===== config.mk =====
export PLATFORM = sky130hd
export DESIGN_NAME = toggle_line_buf
export DESIGN_NICKNAME = d
export VERILOG_FILES = /design/src/rtl/tlb_pkg.sv /design/src/rtl/tlb_sync.sv /design/src/rtl/tlb_edge.sv /design/src/rtl/tlb_bank_mem.sv /design/src/rtl/tlb_wr_ctrl.sv /design/src/rtl/tlb_rd_ctrl.sv /design/src/rtl/toggle_line_buf.sv
export SDC_FILE = /design/constraint.sdc
export NUM_CORES = 2
export LEC_CHECK = 0
export ABC_CLOCK_PERIOD_IN_PS = 79200
export BUFFER_PORTS_ARGS = -buffer_cell sky130_fd_sc_hd__buf_2
export CAP_MARGIN = 20
export CELL_PAD_IN_SITES_DETAIL_PLACEMENT = 1
export CELL_PAD_IN_SITES_GLOBAL_PLACEMENT = 2
export CORE_ASPECT_RATIO = 0.8
export CORE_MARGIN = 2
export CORE_UTILIZATION = 45
export DETAILED_ROUTE_END_ITERATION = 6
export PLACE_DENSITY = 0.81
export SYNTH_ARGS = -nofsm -noshare
export SYNTH_HDL_FRONTEND = slang
export SYNTH_SLANG_ARGS = --single-unit
export TNS_END_PERCENT = 100

===== constraint.sdc =====
create_clock -name clk_i -period 79.2 [get_ports clk_i]
set_clock_uncertainty 0.15 [all_clocks]
set_input_delay 3.96 -clock clk_i [delete_from_list [all_inputs] [get_ports clk_i]]
set_output_delay 3.96 -clock clk_i [all_outputs]
set_load 0.01 [all_outputs]

===== src/rtl/tlb_pkg.sv =====
`timescale 1ns/1ps
package tlb_pkg;
  typedef struct packed {
    logic wr_stb;
    logic rd_fall;
    logic rd_rise;
    logic tog;
    logic wr_clr;
    logic rd_clr;
  } tlb_evt_t;
endpackage


===== src/rtl/tlb_sync.sv =====
`timescale 1ns/1ps
module tlb_sync #(
  parameter int unsigned W       = 1,
  parameter int unsigned STAGES  = 2,
  parameter logic [W-1:0] RST_VAL = '0
) (
  input  logic         clk_i,
  input  logic         rst_ni,
  input  logic [W-1:0] async_i,
  output logic [W-1:0] sync_o
);
  logic [STAGES-1:0][W-1:0] pipe_q;

  always_ff @(posedge clk_i or negedge rst_ni) begin
    if (!rst_ni) pipe_q <= {STAGES{RST_VAL}};
    else         pipe_q <= {pipe_q[STAGES-2:0], async_i};
  end

  assign sync_o = pipe_q[STAGES-1];
endmodule


===== src/rtl/tlb_edge.sv =====
`timescale 1ns/1ps
module tlb_edge #(
  parameter int unsigned W       = 1,
  parameter int unsigned STAGES  = 2,
  parameter logic [W-1:0] RST_VAL = '0
) (
  input  logic         clk_i,
  input  logic         rst_ni,
  input  logic [W-1:0] async_i,
  output logic [W-1:0] sync_o,
  output logic [W-1:0] prev_o
);
  tlb_sync #(.W(W), .STAGES(STAGES), .RST_VAL(RST_VAL)) i_sync (
    .clk_i  (clk_i),
    .rst_ni (rst_ni),
    .async_i(async_i),
    .sync_o (sync_o)
  );

  always_ff @(posedge clk_i or negedge rst_ni) begin
    if (!rst_ni) prev_o <= RST_VAL;
    else         prev_o <= sync_o;
  end
endmodule


===== src/rtl/tlb_bank_mem.sv =====
`timescale 1ns/1ps
module tlb_bank_mem #(
  parameter int unsigned DEPTH = 1024,
  localparam int unsigned IW   = $clog2(DEPTH)
) (
  input  logic          clk_i,
  input  logic          we_i,
  input  logic          wr_bank_i,
  input  logic [IW-1:0] wr_idx_i,
  input  logic          wr_bit_i,
  input  logic [IW-1:0] rd_idx_i,
  output logic          rd_bit_o,
  output logic          bit0_o
);
  logic [DEPTH-1:0] bank_rd [2];

  for (genvar b = 0; b < 2; b++) begin : g_bank
    logic [DEPTH-1:0] cells_q;
    always_ff @(posedge clk_i) begin
      if (we_i && wr_bank_i == 1'(b)) cells_q[wr_idx_i] <= wr_bit_i;
    end
    assign bank_rd[b] = cells_q;
  end

  // read bank is always the one not being written
  assign rd_bit_o = bank_rd[~wr_bank_i][rd_idx_i];
  assign bit0_o   = bank_rd[~wr_bank_i][0];
endmodule


===== src/rtl/tlb_wr_ctrl.sv =====
`timescale 1ns/1ps
module tlb_wr_ctrl #(
  parameter int unsigned DEPTH = 1024,
  localparam int unsigned AW   = $clog2(DEPTH + 1)
) (
  input  logic          clk_i,
  input  logic          rst_ni,
  input  tlb_pkg::tlb_evt_t evt_i,
  output logic          we_o,
  output logic          wr_bank_o,
  output logic [AW-1:0] wr_addr_o,
  output logic          full_no
);
  localparam logic [AW-1:0] LAST = AW'(DEPTH - 1);

  assign we_o = evt_i.wr_stb && full_no && !evt_i.tog && !evt_i.wr_clr;

  always_ff @(posedge clk_i or negedge rst_ni) begin
    if (!rst_ni) begin
      wr_bank_o <= 1'b0;
      wr_addr_o <= '0;
      full_no   <= 1'b1;
    end else if (evt_i.tog) begin
      wr_bank_o <= ~wr_bank_o;
      wr_addr_o <= '0;
      full_no   <= 1'b1;
    end else if (evt_i.wr_clr) begin
      wr_addr_o <= '0;
      full_no   <= 1'b1;
    end else if (we_o) begin
      wr_addr_o <= wr_addr_o + 1'b1;
      if (wr_addr_o == LAST) full_no <= 1'b0;
    end
  end
endmodule


===== src/rtl/tlb_rd_ctrl.sv =====
`timescale 1ns/1ps
module tlb_rd_ctrl #(
  parameter int unsigned DEPTH = 1024,
  localparam int unsigned AW   = $clog2(DEPTH + 1)
) (
  input  logic          clk_i,
  input  logic          rst_ni,
  input  tlb_pkg::tlb_evt_t evt_i,
  input  logic [AW-1:0] len_i,
  input  logic          rd_bit_i,
  input  logic          bit0_i,
  input  logic          idle_lvl_i,
  output logic [AW-1:0] rd_addr_o,
  output logic [AW-1:0] rd_len_o,
  output logic          rd_data_o,
  output logic          wreq_no
);
  logic valid_q;
  logic at_end;

  assign at_end = (rd_addr_o == rd_len_o);

  always_ff @(posedge clk_i or negedge rst_ni) begin
    if (!rst_ni) begin
      valid_q   <= 1'b0;
      rd_addr_o <= '0;
      rd_len_o  <= '0;
      rd_data_o <= 1'b0;
      wreq_no   <= 1'b1;
    end else if (evt_i.tog) begin
      valid_q   <= 1'b1;
      rd_len_o  <= len_i;
      rd_addr_o <= '0;
      wreq_no   <= 1'b1;
    end else if (valid_q) begin
      if (evt_i.rd_clr) begin
        wreq_no <= 1'b1;
        if (rd_len_o != '0) begin
          rd_data_o <= bit0_i;
          rd_addr_o <= AW'(1);
        end else begin
          rd_data_o <= idle_lvl_i;
          rd_addr_o <= '0;
        end
      end else begin
        if (evt_i.rd_fall) begin
          if (!at_end && wreq_no) begin
            rd_data_o <= rd_bit_i;
            rd_addr_o <= rd_addr_o + 1'b1;
          end else if (at_end) begin
            rd_data_o <= idle_lvl_i;
          end
        end
        if (evt_i.rd_rise && at_end) wreq_no <= 1'b0;
      end
    end
  end
endmodule


===== src/rtl/toggle_line_buf.sv =====
`timescale 1ns/1ps
module toggle_line_buf #(
  parameter int unsigned DEPTH  = 1024,
  parameter int unsigned STAGES = 2
) (
  input  logic clk_i,
  input  logic rst_ni,
  input  logic cs_ni,
  input  logic wr_clk_i,
  input  logic wr_data_i,
  input  logic wr_en_ni,
  input  logic rd_clk_i,
  input  logic rd_en_ni,
  input  logic toggle_i,
  input  logic wr_clr_ni,
  input  logic rd_clr_ni,
  input  logic idle_lvl_i,
  output logic rd_data_o,
  output logic full_no,
  output logic wreq_no
);
  import tlb_pkg::*;

  localparam int unsigned AW = $clog2(DEPTH + 1);
  localparam int unsigned IW = $clog2(DEPTH);

  // edge-sensed strobes: {toggle, rd_clk, wr_clk}
  logic [2:0] stb_s, stb_p;
  tlb_edge #(.W(3), .STAGES(STAGES), .RST_VAL(3'b010)) i_edge (
    .clk_i  (clk_i),
    .rst_ni (rst_ni),
    .async_i({toggle_i, rd_clk_i, wr_clk_i}),
    .sync_o (stb_s),
    .prev_o (stb_p)
  );

  // levels: {idle, rd_clr_n, wr_clr_n, rd_en_n, wr_en_n, data, cs_n}
  logic [6:0] lvl_s;
  tlb_sync #(.W(7), .STAGES(STAGES), .RST_VAL(7'b0111101)) i_lvl (
    .clk_i  (clk_i),
    .rst_ni (rst_ni),
    .async_i({idle_lvl_i, rd_clr_ni, wr_clr_ni, rd_en_ni, wr_en_ni, wr_data_i, cs_ni}),
    .sync_o (lvl_s)
  );

  logic cs_s, wr_d_s, wr_en_s, rd_en_s, wr_clr_s, rd_clr_s, idle_s;
  assign {idle_s, rd_clr_s, wr_clr_s, rd_en_s, wr_en_s, wr_d_s, cs_s} = lvl_s;

  tlb_evt_t evt;
  logic     act;
  assign act = !cs_s;

  always_comb begin
    evt.wr_stb  = act && stb_s[0] && !stb_p[0] && !wr_en_s;
    evt.rd_fall = act && !stb_s[1] && stb_p[1] && !rd_en_s;
    evt.rd_rise = act && stb_s[1] && !stb_p[1] && !rd_en_s;
    evt.tog     = act && stb_s[2] && !stb_p[2];
    evt.wr_clr  = act && !wr_clr_s;
    evt.rd_clr  = act && !rd_clr_s;
  end

  logic tog_evt, wr_clr_evt, rd_clr_evt;
  assign tog_evt    = evt.tog;
  assign wr_clr_evt = evt.wr_clr;
  assign rd_clr_evt = evt.rd_clr;

  logic          we, wr_bank, rd_bit, bit0;
  logic [AW-1:0] wr_addr, rd_addr, rd_len;

  tlb_wr_ctrl #(.DEPTH(DEPTH)) i_wr (
    .clk_i    (clk_i),
    .rst_ni   (rst_ni),
    .evt_i    (evt),
    .we_o     (we),
    .wr_bank_o(wr_bank),
    .wr_addr_o(wr_addr),
    .full_no  (full_no)
  );

  tlb_bank_mem #(.DEPTH(DEPTH)) i_mem (
    .clk_i    (clk_i),
    .we_i     (we),
    .wr_bank_i(wr_bank),
    .wr_idx_i (wr_addr[IW-1:0]),
    .wr_bit_i (wr_d_s),
    .rd_idx_i (rd_addr[IW-1:0]),
    .rd_bit_o (rd_bit),
    .bit0_o   (bit0)
  );

  tlb_rd_ctrl #(.DEPTH(DEPTH)) i_rd (
    .clk_i     (clk_i),
    .rst_ni    (rst_ni),
    .evt_i     (evt),
    .len_i     (wr_addr),
    .rd_bit_i  (rd_bit),
    .bit0_i    (bit0),
    .idle_lvl_i(idle_s),
    .rd_addr_o (rd_addr),
    .rd_len_o  (rd_len),
    .rd_data_o (rd_data_o),
    .wreq_no   (wreq_no)
  );
endmodule


==> flow_metrics.tcl <==
set metrics [dict create \
    io_pins 15 \
    max-vdd-ir-drop_mv 0.02495 \
    cts_buffer_depth 3 \
    synth_cell_types 70 \
    critPathLaunchType "register" \
    post-route-min-period_ns 6.299 \
    maxSlewViolCount 126 \
    worstPathArrival_ns 6.89 \
    ctsResizeCount 0 \
    grt_first_pass_wirelength_um 414800 \
    post-cts-setup-buffers 0 \
    die_h_um 407.7 \
    synth_cells 6573 \
    insertion_delay_ns 0.83 \
    dp.cells 8813 \
    start_util 0.4516 \
    cpPeakStageDelay_ns 0.95 \
    rrSetupSlack_ns 72.90 \
    area_delta_synth_final_pct 9.224 \
    synth_edf_count 2048 \
    viasPerCell 6.249 \
    setup_viol 0 \
    synth_area_per_cell_um2 13.94 \
    yosysSeqAreaShare 0.6878 \
    synthArstFlopShare 0.02892 \
    crit_top_cell "buf_4" \
    nets 6348 \
    clkSinkCount 2109 \
    grt_usage 0.2753 \
    syn_nets 6590 \
    final.period_utilization 0.07953 \
    die_area_mm2 0.2073 \
    worst-path-max-fanout 47 \
    gp_congestion 0.8307 \
    drc 0 \
    end_kind "register" \
    cts_tree "done" \
    path_class "register to register" \
    grt_start_max_net_pins 281 \
    violations "max-slew violations" \
    cts_hold_buffers 0 \
    hold_start "i_edge.i_sync.pipe_q[1]$_DFF_PN1_" \
    required_ns 79.79 \
    htreeDepth 4 \
    seq_power_share 0.467 \
    p_int_mw 1.946 \
    rows 148 \
    clockRootBuffer "clkbuf_16" \
    yosysTopAreaCellShare 0.6709 \
    leakage_nw 30.22 \
    rr_worst_depth 12 \
    yosysWarningCount 0 \
    ys_seq_elements 2109 \
    die_w_um 508.6 \
    hold_violations 0 \
    slew_headroom -0.05008 \
    fin_tns_setup_ns 0 \
    antenna_found_initial 9 \
    wire_per_inst_um 31.25 \
    worstReg2RegStart "i_wr.wr_bank_o$_DFFE_PN0P_" \
    synth_ff_type "edfxtp_1" \
    yosysTopAreaCell "edfxtp_1" \
    grt_pass1_vias 59040 \
    switching_share 0.2632 \
    cp_slowest_cell "nor4_1" \
    status "complete, but fails checks" \
    max_clock_freq_mhz 158.8 \
    cts_buffers 210 \
    combPwrFrac 0.170 \
    switching_power_mw 0.6950 \
    dpl.hpwl_um 150100 \
    powerDensity_mw_per_mm2 26.38 \
    rsz0062_at_grt "no" \
    clkPwrFrac 0.362 \
    vias 57490 \
    hold_depth 0 \
    drt-total-wl_um 287500 \
    coreArea_mm2 0.2030 \
    reg2reg_to "i_rd.rd_data_o$_DFFE_PN0P_" \
    final_cell_count_no_fill 9200 \
    ys_top_cells_by_area "edfxtp_1 67%, nor2_1 8.6%, mux4_2 7.6%" \
    crit_chain "buf_4, buf_4, buf_4, mux2i_1, o221ai_1, o21ai_0, a211oi_1, nand4_1, o311a_1, nor4_1, a211oi_1, a41oi_2" \
    drt-initial-drc-count 8145 \
    maxCapViolCount 0 \
    hold_class "register to register" \
    final_layout_size_suffix_gt1_frac 0.1417 \
    netlist_area_mm2 0.09166 \
    ant_nets 0 \
    min_to "i_edge.i_sync.sync_o[1]$_DFF_PN1_" \
    io_buffers 14 \
    clk_pin_slew_worst_paths_ns 0.06 \
    grt-ovfl-total 0 \
    first_pass_iters 5 \
    worstMarginPinSlew_ns 1.575 \
]
## area by class of cell
class                   count  area (µm²)
well taps                2700        3378
clock inverters           111       753.2
diodes                      1       2.502
clock buffers             269        5613
flip-flops and latches   2109       63060
repair buffers            191        1629
multi-input cells        3811       25640
inverters                   8       35.03
fillers                 19900      102800
## cells by family after synthesis
kind of cell    after synthesis  synth area share
simple gates               2482            0.1063
flops                      2109            0.6878
xor+xnor                     28          0.002675
fa+ha+maj                     5         0.0006825
compound gates              555           0.04331
mux                         741            0.1232
buf+inv                     653           0.03611
## per-layer routing
layer / wire length (µm) / up-vias / GRT usage / part of all wire
met3: 29590 / 420 / 0.06233 / 0.10
met2: 131600 / 2737 / 0.4225 / 0.46
met1: 119500 / 30670 / 0.4005 / 0.42
met5: 27 / - / 0 / 0.000094
li1: - / 23660 / - / -
met4: 6741 / 4 / 0.06296 / 0.023
## worst max-delay path by stage
stage                          startpoint                                    to  slack [ns]
2_1_floorplan   i_lvl.sync_o[1]$_DFF_PN0_  i_mem.g_bank[0].cells_q[0]$_DFFE_PP_       50.71
3_3_place_gp   i_wr.wr_bank_o$_DFFE_PN0P_            i_rd.rd_data_o$_DFFE_PN0P_       73.16
3_5_place_dp   i_wr.wr_bank_o$_DFFE_PN0P_            i_rd.rd_data_o$_DFFE_PN0P_       72.86
4_1_cts        i_wr.wr_bank_o$_DFFE_PN0P_            i_rd.rd_data_o$_DFFE_PN0P_       72.87
5_1_grt        i_wr.wr_bank_o$_DFFE_PN0P_            i_rd.rd_data_o$_DFFE_PN0P_       72.60
6_report       i_wr.wr_bank_o$_DFFE_PN0P_            i_rd.rd_data_o$_DFFE_PN0P_       72.90
## cell usage in the layout (no fill, tap or decap), types with 7 or more instances in the layout
cell,n
nand2_4,8
buf_12,12
nor2_1,2109
o211ai_1,8
mux4_2,309
and2_1,14
a21oi_1,118
nand2b_1,10
bufinv_16,9
nor4_1,18
clkbuf_16,215
o22ai_1,96
nor3b_1,9
buf_4,160
a211oi_1,15
buf_2,14
clkbuf_1,51
clkinv_2,36
o221ai_2,10
a31oi_1,8
nand2_2,86
nand2_1,94
o31ai_1,8
and3_1,7
nand3_1,21
edfxtp_1,2048
nor3_1,54
dfstp_2,15
o221ai_1,191
nand4_1,12
mux2i_1,427
xor2_1,22
dfrtp_1,40
clkinv_1,60
o21ai_0,54
## stage by stage
stage               power, mW    util  area (µm²)  worst slack (ns)  hold WS, ns
floorplan               1.672       -       91660             50.71       0.1812
global placement        1.699  0.4611       93580             73.16       0.1829
detailed placement      1.707  0.4613       93620             72.86       0.1887
CTS                     2.652  0.4927       99990             72.87       0.2045
global route            2.720  0.4933      100100             72.60       0.2091
finish                  2.641  0.4933      100100             72.90       0.2005
## Yosys cell counts, drive strengths merged, types with 20 or more instances
cell and number:
dfrtp 46, clkbuf 479, o22ai 96, nand3 23, nor2 2109, nor4 20
edfxtp 2048, a21oi 118, xor2 22, mux2i 427, nand2 188, o221ai 201
buf 166, o21ai 61, mux4 309, nor3 56
## registers in the layout, indices dropped and copies added (netlist names), 3 cells and up
name / cells
i_edge.i_sync.sync_o: 3
i_lvl.pipe_q: 7
i_edge.prev_o: 3
i_edge.i_sync.pipe_q: 3
i_rd.rd_addr_o: 11
i_lvl.sync_o: 7
i_rd.rd_len_o: 11
i_wr.wr_addr_o: 11
i_mem.g_bank.cells_q: 2048
## worst max-delay path: cells and delay by family (launching register included)
kind,cells,cell delay (ns)
simple gates,2,1.16
flops,1,0.78
compound gates,6,1.42
buf+inv,3,2.40
mux,1,0.17
## power groups by stage
| stage | logic (mW) | registers (mW) | clock network (mW) |
|---|---|---|---|
| 2_1_floorplan | 0.379 | 1.29 | 0 |
| 6_report | 0.450 | 1.23 | 0.957 |
| 5_1_grt | 0.477 | 1.23 | 1.01 |
| 3_5_place_dp | 0.449 | 1.26 | 0 |
| 3_3_place_gp | 0.442 | 1.26 | 0 |
| 4_1_cts | 0.451 | 1.23 | 0.968 |
Power figures use the tool's default switching activity.
